[src/rtl/kpd_pkg.sv]
package kpd_pkg;
   localparam int unsigned WORD_W    = 32;
   localparam int unsigned NUM_SLOTS = 10;
   localparam int unsigned NUM_BMP   = 4;
   localparam int unsigned SLOT_W    = $clog2(NUM_SLOTS);
   localparam int unsigned STRIDE_LSB = 3;

   localparam int unsigned SLOT_CTRL   = 0;
   localparam int unsigned SLOT_DIRECT = 1;
   localparam int unsigned SLOT_ROT    = 2;
   localparam int unsigned SLOT_MAT    = 3;
   localparam int unsigned SLOT_SCAN   = 4;
   localparam int unsigned SLOT_BMP0   = 5;
   localparam int unsigned SLOT_DEB    = 9;

   localparam int unsigned BIT_SCAN_GO = 30;
   localparam int unsigned BIT_MINT    = 22;
   localparam int unsigned BIT_DINT    = 5;
   localparam int unsigned BIT_MPRESS  = 31;

   localparam logic [WORD_W-1:0] ROT_FLAGS = 32'hC000_C000;

   // bits cleared by an accepted read of the slot
   function automatic logic [WORD_W-1:0] rc_mask(int unsigned slot);
      logic [WORD_W-1:0] m;
      m = '0;
      if (slot == SLOT_CTRL) begin
         m[BIT_MINT] = 1'b1;
         m[BIT_DINT] = 1'b1;
      end else if (slot == SLOT_ROT) begin
         m = ROT_FLAGS;
      end else if (slot == SLOT_MAT) begin
         m[BIT_MPRESS] = 1'b1;
      end
      return m;
   endfunction

   // bits forced low on a software write
   function automatic logic [WORD_W-1:0] wz_mask(int unsigned slot);
      logic [WORD_W-1:0] m;
      m = '0;
      if (slot == SLOT_CTRL) m[BIT_SCAN_GO] = 1'b1;
      return m;
   endfunction
endpackage

[src/rtl/kpd_decode.sv]
module kpd_decode
   import kpd_pkg::*;
#(
   parameter int unsigned AW = 8
) (
   input  logic [AW-1:0]     addr,
   output logic              hit,
   output logic [SLOT_W-1:0] slot
);
   localparam int unsigned IDX_W = AW - STRIDE_LSB;

   logic [IDX_W-1:0] idx;

   assign idx  = addr[AW-1:STRIDE_LSB];
   assign hit  = (addr[STRIDE_LSB-1:0] == '0) && (idx < IDX_W'(NUM_SLOTS));
   assign slot = idx[SLOT_W-1:0];
endmodule

[src/rtl/kpd_word_reg.sv]
module kpd_word_reg
   import kpd_pkg::*;
#(
   parameter logic [WORD_W-1:0] RC_MASK = '0,
   parameter logic [WORD_W-1:0] WZ_MASK = '0
) (
   input  logic              clk,
   input  logic              rst,
   input  logic              sw_we,
   input  logic [WORD_W-1:0] sw_wdata,
   input  logic              rd_clr,
   input  logic [WORD_W-1:0] hw_set,
   input  logic              hw_ld,
   input  logic [WORD_W-1:0] hw_ld_val,
   output logic [WORD_W-1:0] q
);
   logic [WORD_W-1:0] base;
   logic [WORD_W-1:0] nxt;

   always_comb begin
      base = q;
      if (sw_we)      base = sw_wdata & ~WZ_MASK;
      else if (hw_ld) base = hw_ld_val;
      if (rd_clr)     base = base & ~RC_MASK;
      nxt = base | hw_set;
   end

   always_ff @(posedge clk) begin
      if (rst) q <= '0;
      else     q <= nxt;
   end
endmodule

[src/rtl/kpd_irq.sv]
module kpd_irq (
   input  logic clk,
   input  logic rst,
   input  logic set_any,
   input  logic clr,
   output logic irq
);
   always_ff @(posedge clk) begin
      if (rst)          irq <= 1'b0;
      else if (set_any) irq <= 1'b1;
      else if (clr)     irq <= 1'b0;
   end
endmodule

[src/rtl/kpd_regfile.sv]
module kpd_regfile
   import kpd_pkg::*;
#(
   parameter int unsigned AW = 8
) (
   input  logic                      clk,
   input  logic                      rst,
   input  logic                      req_vld,
   input  logic                      req_wr,
   input  logic [AW-1:0]             req_addr,
   input  logic [WORD_W-1:0]         req_wdata,
   output logic                      rd_vld,
   output logic [WORD_W-1:0]         rd_data,
   output logic                      irq,
   input  logic                      hw_mi_set,
   input  logic                      hw_di_set,
   input  logic [3:0]                hw_rot_set,
   input  logic                      hw_mat_set,
   input  logic                      hw_scan_we,
   input  logic [WORD_W-1:0]         hw_scan_val,
   input  logic [NUM_BMP-1:0]        hw_bmp_we,
   input  logic [NUM_BMP*WORD_W-1:0] hw_bmp_val
);
   generate
      if (AW < 7 || AW > 32) begin : g_bad_aw
         $error("kpd_regfile: AW must lie in 7..32");
      end
      if (SLOT_BMP0 + NUM_BMP > SLOT_DEB) begin : g_bad_map
         $error("kpd_regfile: bitmap slots overlap the debounce slot");
      end
   endgenerate

   logic              hit;
   logic [SLOT_W-1:0] slot;
   logic              rd_acc;
   logic              wr_acc;

   logic [WORD_W-1:0]    q_arr   [NUM_SLOTS];
   logic [WORD_W-1:0]    set_arr [NUM_SLOTS];
   logic [WORD_W-1:0]    ldv_arr [NUM_SLOTS];
   logic [NUM_SLOTS-1:0] ld_vec;
   logic [NUM_SLOTS-1:0] we_vec;
   logic [NUM_SLOTS-1:0] rc_vec;
   logic [WORD_W-1:0]    rd_mux;

   assign rd_acc = req_vld & ~req_wr;
   assign wr_acc = req_vld &  req_wr;

   kpd_decode #(.AW(AW)) u_dec (
      .addr (req_addr),
      .hit  (hit),
      .slot (slot)
   );

   always_comb begin
      for (int s = 0; s < NUM_SLOTS; s++) begin
         set_arr[s] = '0;
         ldv_arr[s] = '0;
         ld_vec[s]  = 1'b0;
         we_vec[s]  = wr_acc && hit && (slot == SLOT_W'(s));
         rc_vec[s]  = rd_acc && hit && (slot == SLOT_W'(s));
      end
      set_arr[SLOT_CTRL][BIT_MINT] = hw_mi_set;
      set_arr[SLOT_CTRL][BIT_DINT] = hw_di_set;
      set_arr[SLOT_ROT][14]        = hw_rot_set[0];
      set_arr[SLOT_ROT][15]        = hw_rot_set[1];
      set_arr[SLOT_ROT][30]        = hw_rot_set[2];
      set_arr[SLOT_ROT][31]        = hw_rot_set[3];
      set_arr[SLOT_MAT][BIT_MPRESS] = hw_mat_set;
      ld_vec[SLOT_SCAN]  = hw_scan_we;
      ldv_arr[SLOT_SCAN] = hw_scan_val;
      for (int k = 0; k < NUM_BMP; k++) begin
         ld_vec[SLOT_BMP0+k]  = hw_bmp_we[k];
         ldv_arr[SLOT_BMP0+k] = hw_bmp_val[k*WORD_W +: WORD_W];
      end
   end

   genvar gs;
   generate
      for (gs = 0; gs < NUM_SLOTS; gs++) begin : g_slot
         kpd_word_reg #(
            .RC_MASK (rc_mask(gs)),
            .WZ_MASK (wz_mask(gs))
         ) u_reg (
            .clk       (clk),
            .rst       (rst),
            .sw_we     (we_vec[gs]),
            .sw_wdata  (req_wdata),
            .rd_clr    (rc_vec[gs]),
            .hw_set    (set_arr[gs]),
            .hw_ld     (ld_vec[gs]),
            .hw_ld_val (ldv_arr[gs]),
            .q         (q_arr[gs])
         );
      end
   endgenerate

   kpd_irq u_irq (
      .clk     (clk),
      .rst     (rst),
      .set_any (hw_mi_set | hw_di_set),
      .clr     (rc_vec[SLOT_CTRL]),
      .irq     (irq)
   );

   always_comb begin
      rd_mux = '0;
      for (int s = 0; s < NUM_SLOTS; s++) begin
         if (hit && slot == SLOT_W'(s)) rd_mux = q_arr[s];
      end
   end

   always_ff @(posedge clk) begin
      if (rst) begin
         rd_vld  <= 1'b0;
         rd_data <= '0;
      end else begin
         rd_vld <= rd_acc;
         if (rd_acc) rd_data <= rd_mux;
      end
   end
endmodule

[config.mk]
export PLATFORM = sky130hd
export DESIGN_NAME = kpd_regfile
export DESIGN_NICKNAME = d
export VERILOG_FILES = /design/src/rtl/kpd_pkg.sv /design/src/rtl/kpd_decode.sv /design/src/rtl/kpd_word_reg.sv /design/src/rtl/kpd_irq.sv /design/src/rtl/kpd_regfile.sv
export SDC_FILE = /design/constraint.sdc
export NUM_CORES = 1
export LEC_CHECK = 0
export ABC_CLOCK_PERIOD_IN_PS = 2900
export CAP_MARGIN = 25
export CORE_ASPECT_RATIO = 2
export CORE_UTILIZATION = 46
export DETAILED_ROUTE_END_ITERATION = 8
export PLACE_DENSITY_LB_ADDON = 0.2
export SLEW_MARGIN = 10
export SYNTH_ARGS = -nofsm -noshare
export SYNTH_HDL_FRONTEND = slang
export SYNTH_SLANG_ARGS = --single-unit
[constraint.sdc]
create_clock -name clk -period 2.9 [get_ports clk]
set_input_delay 0.58 -clock clk [delete_from_list [all_inputs] [get_ports clk]]
set_output_delay 0.58 -clock clk [all_outputs]
set_load 0.01 [all_outputs]
==> out/qor.csv, run 1 <==
metric,value,unit
Worst Hold Depth,2,
DP HPWL,44.8,mm
Worst Path Buf+Inv,3,
final net count,2344,
CP Data Required Time,3.36,ns
wire length per cell,24.2,um
Hold Path Class,flop to flop,
Mapped Nets,2178,
Ys Warns,0,
CTS Hold Bufs,0,
DRT Pass-1 Iters,5,
cell area power density,531,nW/um^2
GP Congestion,0.913,
most used flip-flop cell after synthesis,dfxtp_1,
max-capacitance violation count,0,
area grow syn2layout,24.7,%
CP startpoint kind,input port,
Worst-path clk slew,0.07,ns
top-count cell post-synth,dfxtp_1,
ys async rst share,0,%
core area,37200,sq um
max_slew headroom,43.8,%
initial antenna violation count,3,
Critical Path Stages,8,
Via density,5.98,
I/O pin cnt,250,
via count,15600,
CTS tree,yes,
CP max stage cell,or4_1,
Worst setup EP type,flop,
skew final,0.0129,ns
status,"finished, final reports clean",
vias in the first global route,15500,
max-slew violation count,0,
PostCTS Resize Cnt,0,
Pleak,8.05,nW
Initial Util,46.7,%
final hold vios,0,
worst r2r path cells,5,
"Seq/Total Area, Yosys",40.7,%
post-CTS setup buffer count,0,
layout cell share with drive strength beyond 1,13.2,%
Util after Layout,58.3,%
CTS Buf Count,34,
Synth area leader,dfxtp_1,
fmax,430,MHz
clock latency on the worst-skew pair,0.53,ns
fin crit share,80.2,%
Least-Margin Pin Slew,0.843,ns
Synth Cell Area,17400,sq um
final WL,63.1,mm
critical path class,input port to flop,
Syn Inst Count,1962,
worst-path fanout max,31,
VDD IR max,0.445,mV
Netlist cell types,55,
number of port buffers,249,
Die Wd,139,um
Synth Register Bits,353,
Worst EP arrival,2.79,ns
CTS Root Cell,clkbuf_16,
Die ar.,38600,sq um
total track usage,32.4,%
Syn Area/Cell,8.85,sq um
number of flops mapped to enable cells by yosys,0,
CTS H-tree lvls,2,
gr ovfl total,0,
largest stage delay on the critical path,0.53,ns
final setup violation count,0,
Final TNS setup,0,ns
worst path cell trace,clkdlybuf4s50_1 > or4_1 > buf_4 > nor4_4 > and2_1 > buf_12 > nand2_1 > a21oi_1,
site row count,100,
Synth top area share,40.7,%
CTS Sinks,353,
CTS max path bufs,3,
drt drc,0,
DIE HEIGHT,277,um
post-route ant nets,0,
Commonest cells post-synth,"dfxtp_1 (353), nand2_1 (310), mux2i_1 (227)",
"delay-heaviest family, CP",simple AND/OR/NAND/NOR gates,
unrepaired setup endpoints after global routing,false,
largest cells by area after synthesis,"dfxtp_1 (41%), mux2i_1 (13%), nand2_1 (6.7%)",
first-pass GRT wire length,93.6,mm
DR iter-0 viols,1227,
largest net degree at the start of global routing,104,
Final Critical Period,2.33,ns
metrics by stage:
stage	area (sq um)	setup WS [ns]	total power (W)	hold slack (ns)	instances
floorplan	17400	0.667	0.00593	0.428	1962
global placement	20400	0.0835	0.00662	0.435	2551
detailed placement	20400	0.0752	0.00663	0.443	2551
CTS	21600	0.615	0.0115	0.451	2610
global route	21700	0.452	0.0118	0.462	2612
finish	21700	0.573	0.0115	0.451	2613
where the power goes:
| part | switching, W | internal (W) | total (W) |
|---|---|---|---|
| registers | 0.000111 | 0.00502 | 0.00513 |
| clock network | 0.00197 | 0.00299 | 0.00495 |
| logic | 0.000743 | 0.000674 | 0.00142 |
final timing paths:
check,end,slack (ns),start
worst max register to register,rd_data[15]$_SDFFE_PP0P_,1.36,g_slot[3].u_reg.q[15]$_SDFFE_PP0P_
worst min-delay path,g_slot[9].u_reg.q[30]$_SDFFE_PP0P_,0.45,g_slot[9].u_reg.q[30]$_SDFFE_PP0P_
worst max-delay path,g_slot[3].u_reg.q[21]$_SDFFE_PP0P_,0.57,req_addr[1]
worst min register to register,g_slot[9].u_reg.q[30]$_SDFFE_PP0P_,0.45,g_slot[9].u_reg.q[30]$_SDFFE_PP0P_
state kept, by name, summed over array words and instances (netlist names):
register	count
rd_vld	1
u_irq.irq	1
g_slot.u_reg.q	319
rd_data	32
worst min-delay path, stage by stage, from the launching register on:
cell and delay (ns):
dfxtp_1 0.31, nand2_1 0.05, a21oi_1 0.05
logic make-up (layout without fill, tap and decap cells):
group / count (synthesis) / count (layout) / share of synthesized area (%)
AOI/OAI and AO/OA: 526 / 526 / 21.8
muxes: 261 / 261 / 17.1
other: 0 / 3 / 0
buffers and inverters: 231 / 420 / 6.32
DFF: 353 / 353 / 40.7
and+or+nand+nor: 591 / 591 / 14.1
per-layer routing:
layer	vias to the layer above	global-route usage (%)	part of all wire, %
met2	659	57.5	51
met5	-	0	0.021
li1	7275	-	-
met4	2	31.0	10
met3	236	4.01	5.1
met1	7449	32.2	33
layout make-up:
| cell class | instances | area, sq um |
|---|---|---|
| antenna | 3 | 7.51 |
| fill | 3308 | 15500 |
| tap | 459 | 574 |
| sequential | 353 | 7070 |
| clock buffer | 48 | 1020 |
| clock inverter | 11 | 211 |
| timing repair buffer | 337 | 3470 |
| inverter | 24 | 90.1 |
| multi-input combinational | 1378 | 9210 |
cells in the final DEF, fill, tap and decap left out, drive strengths merged, types with 10 or more instances in the layout:
| cell | instances |
|---|---|
| mux2i | 227 |
| o22ai | 19 |
| o21ai | 29 |
| o21bai | 26 |
| o2111ai | 12 |
| inv | 23 |
| buf | 97 |
| a211oi | 191 |
| nand3 | 10 |
| nor2 | 215 |
| a21oi | 187 |
| nand2 | 321 |
| clkbuf | 48 |
| clkdlybuf4s50 | 240 |
| dfxtp | 353 |
| a31oi | 15 |
| nand2b | 13 |
| o211ai | 33 |
| mux4 | 28 |
Power figures use the tool's default switching activity.
==> inputs of run 2 (changes only) <==
--- a/config.mk
+++ b/config.mk
@@ -5,7 +5,7 @@
 export SDC_FILE = /design/constraint.sdc
 export NUM_CORES = 1
 export LEC_CHECK = 0
-export ABC_CLOCK_PERIOD_IN_PS = 2900
+export ABC_CLOCK_PERIOD_IN_PS = 2100
 export CAP_MARGIN = 25
 export CORE_ASPECT_RATIO = 2
 export CORE_UTILIZATION = 46
==> constraint.sdc (replaced) <==
create_clock -name clk -period 2.1 [get_ports clk]
set_input_delay 0.42 -clock clk [delete_from_list [all_inputs] [get_ports clk]]
set_output_delay 0.42 -clock clk [all_outputs]
set_load 0.01 [all_outputs]
==> out/qor.csv, run 2 (synthesis gave the netlist of run 1 again) <==
metric,value,unit
status,"finished, final reports clean",
Die Wd,139,um
CP Data Required Time,2.52,ns
Via density,5.95,
Comb pwr share,13.8,%
DP HPWL,46.7,mm
Worst-path clk slew,0.07,ns
unrepaired setup endpoints after global routing,true,
clock latency on the worst-skew pair,0.54,ns
wire length per cell,23.7,um
CTS Buf Count,34,
worst-path fanout max,6,
final setup violation count,0,
initial antenna violation count,3,
fin area,22500,sq um
area grow syn2layout,29.6,%
final net count,2451,
drt drc,0,
layout cell share with drive strength beyond 1,17.8,%
"commonest non-fill, non-tap cell in the layout",dfxtp_1,
total track usage,33.0,%
Pleak,8.55,nW
Power Internal,0.0115,W
CP max stage cell,or4_4,
CTS Hold Bufs,0,
DRT Pass-1 Iters,5,
I/O pin cnt,250,
fmax,480,MHz
CTS H-tree lvls,2,
max-capacitance violation count,0,
post-route ant nets,0,
Hold Path Class,input port to flop,
VDD IR max,0.465,mV
gr ovfl total,0,
CTS tree,yes,
max FFs per register,319,
Clk network pwr share,40.1,%
Largest regs,"g_slot.u_reg.q: 319 flops, rd_data: 32 flops",
number of port buffers,249,
CTS max path bufs,3,
Worst setup EP type,flop,
skew final,0.0186,ns
Worst EP arrival,2.51,ns
CP startpoint kind,input port,
Initial Util,46.7,%
CTS Sinks,353,
Psw,0.00389,W
Least-Margin Pin Slew,0.603,ns
max-slew violation count,0,
critical path class,input port to flop,
GP Congestion,0.917,
max_slew headroom,59.7,%
cell area power density,684,nW/um^2
Die ar.,38600,sq um
fin crit share,99.3,%
start point of the critical path,req_addr[0],
largest net degree at the start of global routing,79,
vias in the first global route,16400,
Seq pwr share,46.1,%
final hold vios,0,
core area,37200,sq um
DR iter-0 viols,1060,
CTS Root Cell,clkbuf_16,
site row count,100,
Biggest register,g_slot.u_reg.q,
startpoint of the worst hold path,rst,
Final TNS setup,0,ns
largest stage delay on the critical path,0.53,ns
most frequent cells in the layout,"dfxtp_1 (353), nand2_1 (309), clkdlybuf4s50_1 (240)",
Sw Ratio,25.3,%
via count,16200,
first-pass GRT wire length,95.8,mm
DIE HEIGHT,277,um
worst path cell trace,clkdlybuf4s50_1 > or4_4 > buf_6 > o311ai_0 > a31oi_1 > a211oi_1,
Critical R2R Launch,g_slot[1].u_reg.q[31]$_SDFFE_PP0P_,
Post-DP Area,21300,sq um
Final Critical Period,2.08,ns
final WL,64.3,mm
[run 2: worst paths after layout]
| check | slack, ns | cells past startpoint | to |
|---|---|---|---|
| worst max-delay path | 0.02 | 6 | rd_data[30]$_SDFFE_PP0P_ |
| worst min-delay path | 0.32 | 2 | g_slot[6].u_reg.q[8]$_SDFFE_PP0P_ |
| worst max register to register | 0.57 | 6 | rd_data[31]$_SDFFE_PP0P_ |
| worst min register to register | 0.45 | 2 | g_slot[9].u_reg.q[25]$_SDFFE_PP0P_ |
[run 2: power groups by stage]
stage | Combinational, W | Sequential [W] | Clock (W)
after floorplan | 0.00100 | 0.00719 | 0
after global placement | 0.00208 | 0.00722 | 0
after detailed placement | 0.00210 | 0.00723 | 0
after CTS | 0.00211 | 0.00708 | 0.00624
after global routing | 0.00224 | 0.00710 | 0.00647
final | 0.00213 | 0.00709 | 0.00617
[run 2: final cells by class]
cell class	instances	area, sq um
multi-input cells	1378	9260
fillers	3219	14700
clock inverters	9	101
clock buffers	49	978
flip-flops and latches	353	7070
inverters	24	90.1
well taps	459	574
repair buffers	444	4420
diodes	3	7.51
[run 2: timing repair]
action,CTS,global route
buffers inserted,1,1
pin swaps,0,1
cloned,0,3
endpoints found under the setup margin,11,117
hold endpoints to repair,0,0
resized for setup,0,22
[run 2: worst max-delay path: cells and delay by family]
family	cells	cell delay [ns]
AOI/OAI and AO/OA	3	0.93
buffers and inverters	2	0.62
and+or+nand+nor	1	0.53
[run 2: layer usage]
| metal | routed length, um | part of all wire [%] | track usage [%] | vias up |
|---|---|---|---|---|
| met2 | 33800 | 52 | 60.6 | 672 |
| met1 | 21300 | 33 | 32.2 | 7788 |
| met5 | 0 | 0 | 0 | - |
| met3 | 2920 | 4.5 | 3.44 | 215 |
| li1 | - | - | - | 7493 |
| met4 | 6350 | 9.9 | 30.5 | 0 |
[run 2: through the flow]
stage               power, W  util [%]  cells  hold WS [ns]  setup slack [ns]
floorplan            0.00819         -   1962         0.428            0.0268
global placement     0.00930      57.2   2653         0.434            -0.519
detailed placement   0.00933      57.2   2653         0.445            -0.572
CTS                   0.0154      60.1   2712         0.306            0.0103
global route          0.0158      60.6   2719         0.337           -0.0109
finish                0.0154      60.6   2719         0.319            0.0156
==> inputs of run 3 (changes only) <==
--- a/config.mk
+++ b/config.mk
@@ -6,12 +6,12 @@
 export NUM_CORES = 1
 export LEC_CHECK = 0
 export ABC_CLOCK_PERIOD_IN_PS = 2100
-export CAP_MARGIN = 25
+export CAP_MARGIN = 20
 export CORE_ASPECT_RATIO = 2
 export CORE_UTILIZATION = 46
 export DETAILED_ROUTE_END_ITERATION = 8
 export PLACE_DENSITY_LB_ADDON = 0.2
-export SLEW_MARGIN = 10
+export SLEW_MARGIN = 20
 export SYNTH_ARGS = -nofsm -noshare
 export SYNTH_HDL_FRONTEND = slang
 export SYNTH_SLANG_ARGS = --single-unit
==> results of run 3 <==
Final layout, timing and power as in run 2 (identical DEF).
